### config.mk
export PLATFORM = sky130hd
export DESIGN_NAME = spi_frame_master
export DESIGN_NICKNAME = d
export VERILOG_FILES = /design/src/rtl/spifm_pkg.sv /design/src/rtl/spifm_ctrl.sv /design/src/rtl/spifm_dp.sv /design/src/rtl/spi_frame_master.sv
export SDC_FILE = /design/constraint.sdc
export NUM_CORES = 1
export LEC_CHECK = 0
export ABC_AREA = 1
export BUFFER_PORTS_ARGS = -buffer_cell sky130_fd_sc_hd__buf_4
export CAP_MARGIN = 20
export CORE_UTILIZATION = 53
export DETAILED_ROUTE_END_ITERATION = 16
export GPL_ROUTABILITY_DRIVEN = 0
export PLACE_DENSITY = 0.77
export SETUP_SLACK_MARGIN = 0.15
export SLEW_MARGIN = 30
export SYNTH_ARGS = -nofsm -noshare
export SYNTH_HDL_FRONTEND = slang
export SYNTH_HIERARCHICAL = 1
export SYNTH_SLANG_ARGS = --single-unit
### constraint.sdc
create_clock -name clk -period 3.09 [get_ports clk]
set_input_delay 0.618 -clock clk [delete_from_list [all_inputs] [get_ports clk]]
set_output_delay 0.618 -clock clk [all_outputs]
set_load 0.03 [all_outputs]
### src/rtl/spifm_pkg.sv
package spifm_pkg;

  typedef enum logic [2:0] {
    PH_IDLE,
    PH_LEAD,
    PH_FIRST,
    PH_SECOND,
    PH_TAIL
  } phase_e;

  // strobes handed from control to datapath
  typedef struct packed {
    logic clear;
    logic load;
    logic drive;
    logic sample;
    logic push;
  } dpStrobe_t;

endpackage

### src/rtl/spifm_ctrl.sv
module spifm_ctrl
  import spifm_pkg::*;
#(
  parameter int MAX_BITS = 16,
  parameter int MIN_BITS = 4,
  parameter int DIV_W    = 8,
  parameter int LEN_W    = $clog2(MAX_BITS + 1)
) (
  input  logic             clk,
  input  logic             rstN,
  input  logic             enable,
  input  logic [LEN_W-1:0] wordLen,
  input  logic [DIV_W-1:0] clkDiv,
  input  logic             cpol,
  input  logic             cpha,
  input  logic             txValid,
  output logic             txReady,
  output logic [LEN_W-1:0] lenSel,
  output dpStrobe_t        strobe,
  output logic             sclk,
  output logic             frameN
);

  localparam int HALF_W = DIV_W - 1;

  phase_e             phase;
  logic [HALF_W-1:0]  halfCnt;
  logic [HALF_W-1:0]  halfLen;
  logic [HALF_W-1:0]  halfSel;
  logic [LEN_W-1:0]   bitCnt;
  logic               tick;
  logic               lastBit;
  logic               boundary;
  logic               accept;

  // clamp the requested word length into the supported range
  always_comb begin
    if (wordLen < LEN_W'(MIN_BITS))      lenSel = LEN_W'(MIN_BITS);
    else if (wordLen > LEN_W'(MAX_BITS)) lenSel = LEN_W'(MAX_BITS);
    else                                 lenSel = wordLen;
  end

  // half period in system clocks, never below one
  always_comb begin
    halfSel = clkDiv[DIV_W-1:1];
    if (halfSel == '0) halfSel = HALF_W'(1);
  end

  assign tick     = (halfCnt == halfLen - 1'b1);
  assign lastBit  = (bitCnt == '0);
  assign boundary = (phase == PH_SECOND) && tick && lastBit;
  assign txReady  = enable && ((phase == PH_IDLE) || boundary);
  assign accept   = txReady && txValid;

  always_comb begin
    strobe        = '0;
    strobe.clear  = !enable;
    strobe.load   = accept;
    strobe.drive  = enable && tick &&
                    ((phase == PH_LEAD) ||
                     ((phase == PH_SECOND) && (!lastBit || accept)));
    strobe.sample = enable && tick && (phase == PH_FIRST);
    strobe.push   = enable && boundary;
  end

  always_ff @(posedge clk or negedge rstN) begin
    if (!rstN) begin
      phase   <= PH_IDLE;
      halfCnt <= '0;
      halfLen <= HALF_W'(1);
      bitCnt  <= '0;
    end else if (!enable) begin
      phase   <= PH_IDLE;
      halfCnt <= '0;
      bitCnt  <= '0;
    end else begin
      halfCnt <= tick ? '0 : halfCnt + 1'b1;
      unique case (phase)
        PH_IDLE: begin
          halfCnt <= '0;
          if (accept) begin
            phase   <= PH_LEAD;
            halfLen <= halfSel;
            bitCnt  <= lenSel - 1'b1;
          end
        end
        PH_LEAD: if (tick) phase <= PH_FIRST;
        PH_FIRST: if (tick) phase <= PH_SECOND;
        PH_SECOND: begin
          if (tick) begin
            if (!lastBit) begin
              phase  <= PH_FIRST;
              bitCnt <= bitCnt - 1'b1;
            end else if (accept) begin
              phase   <= PH_FIRST;
              halfLen <= halfSel;
              bitCnt  <= lenSel - 1'b1;
            end else begin
              phase <= PH_TAIL;
            end
          end
        end
        PH_TAIL: if (tick) phase <= PH_IDLE;
        default: phase <= PH_IDLE;
      endcase
    end
  end

  always_comb begin
    if (!enable)
      sclk = 1'b0;
    else if ((phase == PH_FIRST) || (phase == PH_SECOND))
      sclk = cpol ^ cpha ^ (phase == PH_SECOND);
    else
      sclk = cpol;
  end

  assign frameN = !(enable && (phase != PH_IDLE));

endmodule

### src/rtl/spifm_dp.sv
module spifm_dp
  import spifm_pkg::*;
#(
  parameter int MAX_BITS = 16,
  parameter int LEN_W    = $clog2(MAX_BITS + 1)
) (
  input  logic                clk,
  input  logic                rstN,
  input  dpStrobe_t           strobe,
  input  logic [LEN_W-1:0]    lenSel,
  input  logic [MAX_BITS-1:0] txData,
  input  logic                rxd,
  input  logic                rxReady,
  output logic                txd,
  output logic [MAX_BITS-1:0] rxData,
  output logic                rxValid,
  output logic                overrun
);

  logic [MAX_BITS-1:0] txShift;
  logic [MAX_BITS-1:0] rxShift;
  logic [MAX_BITS-1:0] aligned;

  // move the word's top bit to the register's top bit
  assign aligned = txData << (MAX_BITS - int'(lenSel));

  always_ff @(posedge clk or negedge rstN) begin
    if (!rstN) begin
      txShift <= '0;
      rxShift <= '0;
      txd     <= 1'b0;
      rxData  <= '0;
      rxValid <= 1'b0;
      overrun <= 1'b0;
    end else if (strobe.clear) begin
      txShift <= '0;
      rxShift <= '0;
      txd     <= 1'b0;
      rxValid <= 1'b0;
    end else begin
      rxValid <= 1'b0;
      if (strobe.load && strobe.drive) begin
        txd     <= aligned[MAX_BITS-1];
        txShift <= aligned << 1;
      end else if (strobe.load) begin
        txShift <= aligned;
      end else if (strobe.drive) begin
        txd     <= txShift[MAX_BITS-1];
        txShift <= txShift << 1;
      end
      if (strobe.load)
        rxShift <= '0;
      else if (strobe.sample)
        rxShift <= {rxShift[MAX_BITS-2:0], rxd};
      if (strobe.push) begin
        if (rxReady) begin
          rxData  <= rxShift;
          rxValid <= 1'b1;
        end else begin
          overrun <= 1'b1;
        end
      end
    end
  end

endmodule

### src/rtl/spi_frame_master.sv
module spi_frame_master
  import spifm_pkg::*;
#(
  parameter int MAX_BITS = 16,
  parameter int MIN_BITS = 4,
  parameter int DIV_W    = 8,
  parameter int LEN_W    = $clog2(MAX_BITS + 1)
) (
  input  logic                clk,
  input  logic                rstN,
  input  logic                enable,
  input  logic [LEN_W-1:0]    wordLen,
  input  logic [DIV_W-1:0]    clkDiv,
  input  logic                cpol,
  input  logic                cpha,
  input  logic [MAX_BITS-1:0] txData,
  input  logic                txValid,
  output logic                txReady,
  input  logic                rxd,
  input  logic                rxReady,
  output logic [MAX_BITS-1:0] rxData,
  output logic                rxValid,
  output logic                overrun,
  output logic                sclk,
  output logic                frameN,
  output logic                txd
);

  dpStrobe_t        strobe;
  logic [LEN_W-1:0] lenSel;

  spifm_ctrl #(
    .MAX_BITS(MAX_BITS), .MIN_BITS(MIN_BITS), .DIV_W(DIV_W), .LEN_W(LEN_W)
  ) ctrl_i (
    .clk(clk), .rstN(rstN), .enable(enable), .wordLen(wordLen),
    .clkDiv(clkDiv), .cpol(cpol), .cpha(cpha), .txValid(txValid),
    .txReady(txReady), .lenSel(lenSel), .strobe(strobe),
    .sclk(sclk), .frameN(frameN)
  );

  spifm_dp #(
    .MAX_BITS(MAX_BITS), .LEN_W(LEN_W)
  ) dp_i (
    .clk(clk), .rstN(rstN), .strobe(strobe), .lenSel(lenSel),
    .txData(txData), .rxd(rxd), .rxReady(rxReady), .txd(txd),
    .rxData(rxData), .rxValid(rxValid), .overrun(overrun)
  );

endmodule

Word-level counts from Yosys, hierarchy flattened:

Cells that the tools add are included.

* register bits: 73
* latch bits: 0
* memory bits (writable): 0
* bits in read-only memories: 0
* input port bits: 37
* word-level logic and storage cells: 106
* memories kept: 0

* $add $sub $neg: 5
* multiply operators: 0
* divide/modulo/power cells: 0
* magnitude comparators: 2
* equal/unequal tests: 17
* shifts and indexed selects: 1
* mux-type cells: 40
* bitwise logic cells: 3
* reduce and logical (&&, ||, !) cells: 28

Operator list (number)
* $mux W16: 7
* $mux W7: 7
* $shl A16 B32 Y16: 1
* $mux W5: 6
* $mux W3: 8
* $ne A3 B2 Y1 const B: 6
* $pmux W3 S5: 1
* $pmux W7 S2: 1
* $logic_and A1 B1 Y1: 11
* $pmux W5 S2: 1
* $sub A5 B1 Y5 const B: 2
* $mux W1: 9
* $ne A3 B1 Y1 const B: 3
* $add A7 B1 Y7 const B: 1
* $eq A7 B7 Y1: 1
* $logic_not A7 Y1: 1
* $sub A7 B1 Y7 const B: 1
* $eq A3 B2 Y1 const B: 2
* $reduce_and A3 Y1: 2
* $sub A5 B5 Y6 const A: 1
* $gt A5 B5 Y1 const B: 1
* $logic_not A5 Y1: 1
* $lt A5 B3 Y1 const B: 1
* $reduce_and A5 Y1: 1
* 13 further kinds: 20

Depth between registers and ports, before layout:

Gate-level depths: netlist of run 1.

* depth in word-level cells: 15
* gate-level depth with buffers: 23

Hierarchy:

Netlist of run 1, hierarchy kept.

Modules (own cells, without submodules)
* spifm_dp: times used 1, cells each 427, area an instance 3065.4 um^2, seq. area each 1276.2 um^2
* spifm_ctrl: times used 1, cells each 247, area an instance 1614.0 um^2, seq. area each 551.8 um^2

Least setup slack after synthesis of run 1:

Ideal clock, no wire load.

* kind: reg2reg
* start: register ctrl_i.halfLen[0]
* end: register dp_i.txShift[1]
* library setup time: 0.124 ns
* arrival time: 2.858 ns
* setup slack: 0.108 ns
* cell stages (with the launch flop): 21
* clock period less this slack: 2.982 ns
* path through: dfstp_2 > inv_2 > ha_1 > nand2_1 > inv_1 > nor2_1 > nand2_1 > nor2_1 > nand3_2 > nor2_4 > nand2_2 > nand2_4 > nand2_4 > clkinv_1 > buf_4 > buf_2 > inv_1 > nor2_1 > o21ai_0 > o211ai_1 > nand2_1

* cells in the longest elaborated chain, start to end: 14

Ends and longest elaborated chain
* from (decl): line spifm_ctrl.sv:28 `logic [HALF_W-1:0] halfLen;`
* from (signal assigned): line spifm_ctrl.sv:83 `halfLen <= halfSel;`
* from (signal assigned): line spifm_ctrl.sv:96 `halfLen <= halfSel;`
* $sub A7 B1 Y7 (*): line spifm_ctrl.sv:49 `assign tick = (halfCnt == halfLen - 1'b1);`
* $eq A7 B7 Y1 (*): line spifm_ctrl.sv:49
* $logic_and A1 B1 Y1 (*) (2 in a row): line spifm_ctrl.sv:51 `assign boundary = (phase == PH_SECOND) && tick && lastBit;`
* $logic_or A1 B1 Y1 (*): line spifm_ctrl.sv:52 `assign txReady = enable && ((phase == PH_IDLE) || boundary);`
* $logic_and A1 B1 Y1 (*): line spifm_ctrl.sv:52
* via txReady: line spi_frame_master.sv:18 `output logic txReady,`
* $logic_and A1 B1 Y1 (*): line spifm_ctrl.sv:53 `assign accept = txReady && txValid;`
* via ctrl_i.accept: line spifm_ctrl.sv:34 `logic accept;`
* $logic_or A1 B1 Y1: line spifm_ctrl.sv:61 `((phase == PH_SECOND) && (!lastBit || accept)));`
* $logic_and A1 B1 Y1: line spifm_ctrl.sv:61
* $logic_or A1 B1 Y1: line spifm_ctrl.sv:60 `((phase == PH_LEAD) ||`
* $logic_and A1 B1 Y1: line spifm_ctrl.sv:59 `strobe.drive = enable && tick &&`
* $logic_and A1 B1 Y1: line spifm_dp.sv:42 `if (strobe.load && strobe.drive) begin`
* $mux W16: line spifm_dp.sv:42
* $mux W16: line spifm_dp.sv:35 `end else if (strobe.clear) begin`
* to (signal assigned): line spifm_dp.sv:44 `txShift <= aligned << 1;`
* to (signal assigned): line spifm_dp.sv:46 `txShift <= aligned;`
* to (signal assigned): line spifm_dp.sv:49 `txShift <= txShift << 1;`
* to (decl): line spifm_dp.sv:20 `logic [MAX_BITS-1:0] txShift;`

Mark *: on every way through the listed nets, which the timed path passes. The rest lies on a longest branch.
A chain may end at the register's enable or synchronous reset.

==> flow_metrics.env, run 1 <==
export IMPL_syn_to_final_growth_pct=19.4
export IMPL_place_hpwl_um=7790
export IMPL_top_usage_layer="met2"
export IMPL_crit_slowest_cell="dfstp_2"
export IMPL_worstPathMaxFanout=5
export IMPL_avgSynthCellArea_sq_um=6.94
export IMPL_cts_root_buf="clkbuf_8"
export IMPL_crit_top_cell="nor2_4"
export IMPL_final_nets=789
export IMPL_grt_pass1_vias=4129
export IMPL_numCtsBuffers=9
export IMPL_status="finished clean"
export IMPL_r2r_end="dp_i/txShift[8]"
export IMPL_insertion_delay_ps=340
export IMPL_ctsHtreeMaxLevel=3
export IMPL_tightest_slew_ps=662
export IMPL_io_pins=59
export IMPL_tritoncts="done"
export IMPL_row_count=33
export IMPL_cp_startpoint="ctrl_i/halfLen[0]"
export IMPL_num_vias=4658
export IMPL_grt_use_met2_pct=42.1
export IMPL_antennaDiodeCount=0
export IMPL_final_setup_tns_ps=0
export IMPL_leakage_nw=2.82
export IMPL_dr_first_iter_drc_count=319
export IMPL_finalHoldViolCount=0
export IMPL_irDropWorstVdd_v=0.000332
export IMPL_cp_endpoint="dp_i/txShift[8]"
export IMPL_synth_nets=716
export IMPL_grt_ovfl_total=0
export IMPL_cts_buffer_depth=2
export IMPL_drive_gt1_share_pct=20.3
export IMPL_worst_ep_arrival_time_ps=3050
export IMPL_core_area_sq_um=8380
export IMPL_worstHoldPathType="in -> async"
export IMPL_cp_cell_sequence="inv_4 > ha_4 > nand2_1 > inv_1 > nor2_1 > nand2_1 > nor2_2 > nand3_2 > nor2_4 > nand2_2 > nand2_4 > nand2_4 > nand2_2 > nand2_2 > nor2_4 > nor2_4 > nor2_4 > clkinv_2 > nor2_1 > nand3_1 > o21ai_0"
export IMPL_whs_ps=265
export IMPL_cap_violations=0
export IMPL_rsz0062_at_grt="false"
export IMPL_die_area_sq_um=9210
export IMPL_start_kind="flop"
export IMPL_finalSetupViolCount=0
export IMPL_synth_cell_types=45
export IMPL_port_buffers=57
export IMPL_slew_headroom_pct=55.9
export IMPL_layout_common_cells="203 x nand2_1, 96 x nand3_1, 82 x buf_4"
export IMPL_finalCritPeriodShare_pct=90.4
export IMPL_dieHeight_um=96.0
export IMPL_wl_per_cell_um=12.9
export IMPL_yosys_warnings=6
export IMPL_met3_usage_pct=4.19
export IMPL_drtPass1Iterations=5
export IMPL_cp_num_buf_inv=3
export IMPL_worst_path_stages=21
export IMPL_track_usage_pct=24.6
export IMPL_route_detailed_drc=0
export IMPL_syn_inst=674
export IMPL_cp_slowest_stage_delay_ps=560
export IMPL_drtAntennaViolNets=0
export IMPL_fmax_mhz=358
export IMPL_cp_end_kind="flop"
export IMPL_worstReg2RegStart="ctrl_i/halfLen[0]"
export IMPL_mostFrequentLayoutCell="nand2_1"
export IMPL_cts_sinks=73
export IMPL_antenna_found_initial=0
export IMPL_routed_via_density=5.44
export IMPL_reg2reg_depth=21
export IMPL_min_period_ps=2790
export IMPL_routed_wl_um=11000
export IMPL_use_met1_pct=32.0
export IMPL_final_fill_count=738
export IMPL_crit_type="reg -> reg"
export IMPL_grt_max_degree=74
export IMPL_synth_area_sq_um=4680
export IMPL_critPathRequiredTime_ps=3340
export IMPL_initial_utilization_pct=55.8
export IMPL_power_density_nw_per_um2=586
export IMPL_ys_seq_area_share_pct=39.1
export IMPL_grt_pass1_wl_um=17900
export IMPL_ys_ff_latch=73
export IMPL_die_w_um=96.0
export IMPL_crit_family="simple AND/OR/NAND/NOR gates"
export IMPL_skew_ps=9.93
export IMPL_rrSetupSlack_ps=300
export IMPL_drv_slew=0
export IMPL_clkTransAtPathRegs_ps=90
[per-stage QoR]
stage	instances	setup slack (ps)	utilization, %	power, mW	cell area, sq um
after floorplan	674	176	-	2.17	4690
after global placement	828	184	62.5	2.44	5240
after detailed placement	828	98.3	62.5	2.49	5240
after CTS	844	141	64.6	3.19	5420
after global routing	857	119	66.7	3.53	5590
final	857	295	66.7	3.27	5590
[worst min-delay path by stage]
stage | startpoint | to | slack (ps) | depth (start not counted)
final | rstN | ctrl_i/bitCnt[3] | 270 | 1
after global routing | rstN | ctrl_i/bitCnt[1] | 330 | 1
after CTS | rstN | ctrl_i/bitCnt[3] | 420 | 1
after detailed placement | dp_i/txShift[15] | dp_i/txShift[15] | 460 | 2
after global placement | dp_i/overrun | dp_i/overrun | 460 | 1
after floorplan | rstN | ctrl_i/bitCnt[0] | 320 | 0
[sequential cells by signal (all words and copies together), names as in the netlist]
register	count
dp_i/rxData	16
dp_i/rxShift	16
dp_i/txShift	16
ctrl_i/halfCnt	7
ctrl_i/halfLen	7
ctrl_i/bitCnt	5
ctrl_i/phase	3
dp_i/overrun	1
dp_i/rxValid	1
dp_i/txd	1
[what timing repair did]
item                       in CTS  in global routing
pin swaps                       0                 11
setup endpoints to repair      12                 16
cloned                          0                  1
buffers inserted                0                 12
gates resized for setup         2                 18
hold buffers                    0                  0
[cell type report]
type                    count  area [sq um]  share of cell area [%]
repair buffers             84           638                    11.4
well taps                 105           131                    2.35
flip-flops and latches     73          1830                    32.7
clock inverters             7          53.8                   0.963
repair inverters            1          5.00                  0.0896
multi-input cells         505          2520                    45.1
clock buffers               9           124                    2.22
inverters                  73           289                    5.17
[cells by family (layout without fill, tap and decap cells)]
kind of cell | after synthesis | after routing | share of synthesized area, %
xor+xnor | 10 | 10 | 2.19
buf+inv | 96 | 174 | 8.53
compound gates | 99 | 99 | 11.1
fa+ha+maj | 5 | 5 | 1.34
simple gates | 391 | 391 | 37.7
flops | 73 | 73 | 39.1
[layer usage]
metal  up-vias  wire length (um)  share of wire, %
met2       118              5440                49
met4         0               103              0.93
met1      2200              5040                46
li1       2328                 -                 -
met3        12               470               4.3
met5         -                 0                 0
[synth_stat cells, drive strengths merged]
library cell | count | area share (%)
o211ai | 2 | 0.32
nand4 | 4 | 0.53
dfstp | 1 | 0.56
o21ai | 55 | 6.0
nand3 | 100 | 11
or2 | 2 | 0.27
ha | 5 | 1.3
nor3 | 5 | 0.64
a21boi | 2 | 0.32
inv | 70 | 5.7
o2111ai | 1 | 0.19
nand2 | 215 | 19
nor4 | 3 | 0.53
xor2 | 4 | 0.91
clkbuf | 14 | 1.1
nor3b | 1 | 0.16
nand3b | 1 | 0.16
o21bai | 1 | 0.16
a31o | 1 | 0.19
buf | 9 | 1.4
xnor2 | 6 | 1.3
clkinv | 3 | 0.24
nor2 | 60 | 5.7
dfrtp | 72 | 39
a211oi | 1 | 0.16
a21oi | 36 | 3.9
[power by group]
part           switching, mW  internal (mW)  total (mW)
Clock                  0.381          0.298       0.679
Combinational          0.877          0.514        1.39
Sequential             0.113           1.09        1.20
Total                   1.37           1.90        3.27
(Power assumes the default switching activity.)
==> run 2: changes to the inputs <==
- CORE_MARGIN: unset -> 3
- GPL_TIMING_DRIVEN: unset -> 0
- PLACE_DENSITY: 0.77 -> unset
- PLACE_DENSITY_LB_ADDON: unset -> 0.3
==> flow_metrics.env, run 2 (same netlist as run 1, synthesis figures left out) <==
export IMPL_wl_per_cell_um=13.8
export IMPL_worstPathMaxFanout=7
export IMPL_power_switching_mw=1.41
export IMPL_worst_ep_arrival_time_ps=3120
export IMPL_die_area_sq_um=9990
export IMPL_grt_ovfl_total=0
export IMPL_cp_end_kind="flop"
export IMPL_start_kind="flop"
export IMPL_combPwrFrac_pct=44.4
export IMPL_crit_slowest_cell="dfstp_2"
export IMPL_num_vias=4844
export IMPL_dpl_cell_area_sq_um=5250
export IMPL_grt_pass1_wl_um=20100
export IMPL_dieHeight_um=100
export IMPL_rrSetupSlack_ps=200
export IMPL_skew_ps=10.9
export IMPL_status="finished clean"
export IMPL_antenna_found_initial=0
export IMPL_leakage_nw=2.91
export IMPL_routed_wl_um=12100
export IMPL_reg2reg_depth=20
export IMPL_cp_num_buf_inv=6
export IMPL_grt_pass1_vias=4438
export IMPL_crit_type="reg -> reg"
export IMPL_worstReg2RegStart="ctrl_i/halfLen[0]"
export IMPL_tritoncts="done"
export IMPL_antennaDiodeCount=0
export IMPL_fmax_mhz=346
export IMPL_insertion_delay_ps=350
export IMPL_r2r_end="dp_i/txShift[1]"
export IMPL_crit_family="simple AND/OR/NAND/NOR gates"
export IMPL_routed_via_density=5.52
export IMPL_syn_to_final_growth_pct=24.2
export IMPL_mostFrequentLayoutCell="nand2_1"
export IMPL_cts_sinks=73
export IMPL_drtAntennaViolNets=0
export IMPL_cts_root_buf="clkbuf_8"
export IMPL_drive_gt1_share_pct=23.1
export IMPL_cap_violations=0
export IMPL_power_density_nw_per_um2=583
export IMPL_final_setup_tns_ps=0
export IMPL_wl_met2_um=5890
export IMPL_route_detailed_drc=0
export IMPL_track_usage_pct=24.3
export IMPL_slew_headroom_pct=56.0
export IMPL_critPathRequiredTime_ps=3320
export IMPL_clockPowerShare_pct=19.9
export IMPL_finalSetupViolCount=0
export IMPL_highest_layer="met4"
export IMPL_place_hpwl_um=8360
export IMPL_clkTransAtPathRegs_ps=80
export IMPL_design_area_sq_um=5810
export IMPL_cp_slowest_stage_delay_ps=570
export IMPL_p_int_mw=1.98
export IMPL_p_total_mw=3.39
export IMPL_row_count=33
export IMPL_die_w_um=100
export IMPL_finalHoldViolCount=0
export IMPL_routed_wl_met3_um=692
export IMPL_layout_common_cells="202 x nand2_1, 95 x nand3_1, 74 x buf_4"
export IMPL_initial_utilization_pct=55.8
export IMPL_irDropWorstVdd_v=0.000412
export IMPL_p_sw_share_pct=41.7
export IMPL_grt_max_degree=74
export IMPL_numCtsBuffers=9
export IMPL_tightest_slew_ps=660
export IMPL_drtPass1Iterations=7
export IMPL_rsz0062_at_grt="false"
export IMPL_dr_first_iter_drc_count=510
export IMPL_drv_slew=0
export IMPL_cp_cell_sequence="inv_4 > ha_4 > nand2_2 > inv_2 > nor2_2 > nand2_1 > nor2_2 > nand3_2 > nor2_4 > nand2_2 > nand2_4 > nand2_8 > clkinv_4 > buf_6 > buf_8 > clkinvlp_4 > nor2_4 > o21ai_0 > o211ai_1 > nand2_1"
export IMPL_io_pins=59
export IMPL_port_buffers=57
export IMPL_reg_top3="dp_i/rxData x16, dp_i/rxShift x16, dp_i/txShift x16"
export IMPL_pwr_share_seq_pct=35.7
export IMPL_ctsHtreeMaxLevel=3
export IMPL_core_area_sq_um=8380
export IMPL_worstHoldPathType="in -> async"
export IMPL_cts_buffer_depth=2
export IMPL_hold_buffers=0
export IMPL_final_fill_count=672
export IMPL_wl_met1_um=5340
export IMPL_finalCritPeriodShare_pct=93.6
export IMPL_min_period_ps=2890
export IMPL_final_nets=809
## run 2: cell types whose count changed in the layout (fill, tap and decap cells not counted), sizes merged
| cell | delta |
|---|---|
| nor2 | +1 |
| clkbuf | +13 |
| inv | -1 |
| buf | +7 |
## run 2: power by group through the flow
stage | combinational [mW] | clock (mW) | sequential, mW
after floorplan | 0.960 | 0 | 1.21
after global placement | 1.23 | 0 | 1.21
after detailed placement | 1.26 | 0 | 1.22
after CTS | 1.35 | 0.694 | 1.20
after global routing | 1.69 | 0.738 | 1.23
final | 1.51 | 0.676 | 1.21
## run 2: metrics by stage
step | worst slack (ps) | util [%] | instances | hold slack [ps]
3_3_place_gp | -338 | 62.6 | 836 | 464
6_report | 197 | 69.4 | 877 | 248
5_1_grt | 66.7 | 69.4 | 877 | 293
2_1_floorplan | 176 | - | 674 | 322
3_5_place_dp | -434 | 62.6 | 836 | 460
4_1_cts | 98.8 | 66.7 | 861 | 425
## run 2: cell type report
| cell class | count | area (sq um) | share of cell area, % |
|---|---|---|---|
| multi-input cells | 506 | 2570 | 44.2 |
| repair buffers | 81 | 641 | 11.0 |
| clock buffers | 9 | 124 | 2.13 |
| flip-flops and latches | 73 | 1830 | 31.4 |
| clock inverters | 7 | 55.1 | 0.947 |
| well taps | 105 | 131 | 2.26 |
| inverters | 73 | 298 | 5.12 |
| plain buffers | 23 | 165 | 2.84 |
## run 2: worst max-delay path by stage
stage / start / to / slack, ps / cells past startpoint
floorplan: ctrl_i/halfLen[0] / dp_i/txShift[1] / 180 / 22
global placement: wordLen[4] / dp_i/txShift[13] / -340 / 17
detailed placement: wordLen[4] / dp_i/txShift[13] / -430 / 17
CTS: ctrl_i/halfLen[0] / txReady / 100 / 13
global route: ctrl_i/halfLen[0] / dp_i/txShift[1] / 70 / 20
finish: ctrl_i/halfLen[0] / dp_i/txShift[1] / 200 / 20
## run 2: layer usage
metal	up-vias	track usage [%]
met4	0	7.35
met3	22	6.25
met2	169	37.6
met1	2273	33.6
li1	2380	-
met5	-	0
## run 2: timing repair
| action | 4_1_cts | 5_1_grt |
|---|---|---|
| setup buffers | 8 | 15 |
| pin swaps | 7 | 17 |
| gates cloned | 1 | 1 |
| setup endpoints to repair | 38 | 39 |
| gates resized for setup | 31 | 30 |
==> run 3: changes to the inputs <==
- PLACE_DENSITY: unset -> 0.77
- PLACE_DENSITY_LB_ADDON: 0.3 -> unset
==> flow_metrics.env, run 3 (same netlist as run 1, synthesis figures left out) <==
export IMPL_dieHeight_um=100
export IMPL_reg_top3="dp_i/rxData x16, dp_i/rxShift x16, dp_i/txShift x16"
export IMPL_dr_first_iter_drc_count=347
export IMPL_power_density_nw_per_um2=585
export IMPL_clkTransAtPathRegs_ps=80
export IMPL_tritoncts="done"
export IMPL_antennaDiodeCount=0
export IMPL_drv_slew=0
export IMPL_layout_common_cells="203 x nand2_1, 94 x nand3_1, 72 x dfrtp_1"
export IMPL_wl_per_cell_um=13.9
export IMPL_critPathRequiredTime_ps=3320
export IMPL_use_met1_pct=31.9
export IMPL_grt_max_degree=74
export IMPL_grt_pass1_wl_um=20000
export IMPL_port_buffers=57
export IMPL_top_usage_layer="met2"
export IMPL_finalCritPeriodShare_pct=91.7
export IMPL_final_setup_tns_ps=0
export IMPL_tightest_slew_ps=647
export IMPL_min_period_ps=2830
export IMPL_io_pins=59
export IMPL_final_fill_count=688
export IMPL_leakage_nw=2.88
export IMPL_cts_buffer_depth=2
export IMPL_routed_via_density=5.58
export IMPL_p_total_mw=3.37
export IMPL_drive_gt1_share_pct=21.7
export IMPL_grt_pass1_vias=4485
export IMPL_worst_ep_arrival_time_ps=3060
export IMPL_numCtsBuffers=9
export IMPL_cp_end_kind="flop"
export IMPL_skew_ps=15.3
export IMPL_antenna_found_initial=0
export IMPL_crit_type="reg -> reg"
export IMPL_met3_usage_pct=4.86
export IMPL_place_hpwl_um=8480
export IMPL_ctsHtreeMaxLevel=3
export IMPL_status="finished clean"
export IMPL_worstPathMaxFanout=10
export IMPL_instances_no_fill=871
export IMPL_irDropWorstVdd_v=0.000330
export IMPL_num_vias=4857
export IMPL_initial_utilization_pct=55.8
export IMPL_routed_wl_um=12100
export IMPL_post_place_cells=836
export IMPL_drtPass1Iterations=7
export IMPL_crit_top_cell="nand2_1"
export IMPL_cap_violations=0
export IMPL_finalHoldViolCount=0
export IMPL_syn_to_final_growth_pct=23.3
export IMPL_cts_root_buf="clkbuf_8"
export IMPL_route_detailed_drc=0
export IMPL_fmax_mhz=353
export IMPL_worstHoldPathType="in -> async"
export IMPL_core_area_sq_um=8380
export IMPL_rsz0062_at_grt="true"
export IMPL_crit_slowest_cell="dfstp_2"
export IMPL_cp_cell_sequence="inv_4 > ha_4 > nand2_2 > inv_2 > nor2_1 > nand2_1 > nor2_1 > nand3_2 > nor2_4 > nand2_2 > nand2_4 > nand2_8 > nand2_1 > nand2_1 > nor2_4 > nand2_1 > clkinv_4 > clkbuf_8 > o21ai_0 > nand3_1 > nand2_1"
export IMPL_grt_ovfl_total=0
export IMPL_insertion_delay_ps=350
export IMPL_finalSetupViolCount=0
export IMPL_row_count=33
export IMPL_slew_headroom_pct=56.9
export IMPL_die_area_sq_um=9990
export IMPL_start_kind="flop"
export IMPL_mostFrequentLayoutCell="nand2_1"
export IMPL_fin_util_pct=68.8
export IMPL_final_nets=804
export IMPL_grt_use_met2_pct=40.9
export IMPL_hold_buffers=0
export IMPL_drtAntennaViolNets=0
export IMPL_die_w_um=100
export IMPL_cp_slowest_stage_delay_ps=570
export IMPL_track_usage_pct=24.3
export IMPL_cts_sinks=73
[run 3: path summary, 6_finish.rpt]
kind	startpoint	end	slack, ps	cells after the start
worst max-delay path	ctrl_i/halfLen[0]	dp_i/txShift[2]	260	21
worst min-delay path	rstN	ctrl_i/bitCnt[3]	250	1
worst max register to register	ctrl_i/halfLen[0]	dp_i/txShift[2]	260	21
worst min register to register	dp_i/txShift[10]	dp_i/txShift[10]	480	2
max in group asynchronous	rstN	dp_i/txShift[11]	2380	1
min in group clk	rxReady	dp_i/overrun	460	2
[run 3: what timing repair did]
action                                  in CTS  in global routing
endpoints found under the hold margin        0                  0
pin swaps                                    3                 15
gates cloned                                 2                  0
setup buffers                               10                  8
endpoints found under the setup margin      30                 44
gates resized for setup                     27                 29
[run 3: layout make-up]
cell class,count,area [sq um],share of cell area [%]
Clock buffer,11,141,2.45
Multi-Input combinational cell,506,2570,44.6
Buffer,23,168,2.91
Timing Repair Buffer,76,602,10.4
Sequential cell,73,1830,31.7
Clock inverter,4,30.0,0.520
Inverter,73,299,5.18
Tap cell,105,131,2.28
[run 3: worst max-delay path, delay by kind of cell (launching register included)]
family,cells,cell delay [ps]
buffers and inverters,4,380
adder cells (fa/ha/maj),1,210
AO/OA/AOI/OAI,1,90
flip-flops,1,570
AND/OR/NAND/NOR,15,1430
[run 3: routing by layer]
metal | part of all wire (%) | wire, um | vias to the layer above
li1 | - | - | 2361
met1 | 43 | 5180 | 2271
met2 | 50 | 6000 | 198
met3 | 6.4 | 771 | 27
met4 | 1.3 | 162 | 0
met5 | 0 | 0 | -
[run 3: power breakdown]
group / internal (mW) / switching, mW
clock: 0.310 / 0.358
sequential: 1.09 / 0.119
combinational: 0.577 / 0.918
[run 3: through the flow]
step	hold WS (ps)	setup WS, ps	cell area (sq um)
finish	246	257	5770
global route	299	115	5770
CTS	418	121	5620
detailed placement	466	-447	5250
global placement	464	-353	5250
floorplan	322	176	4690
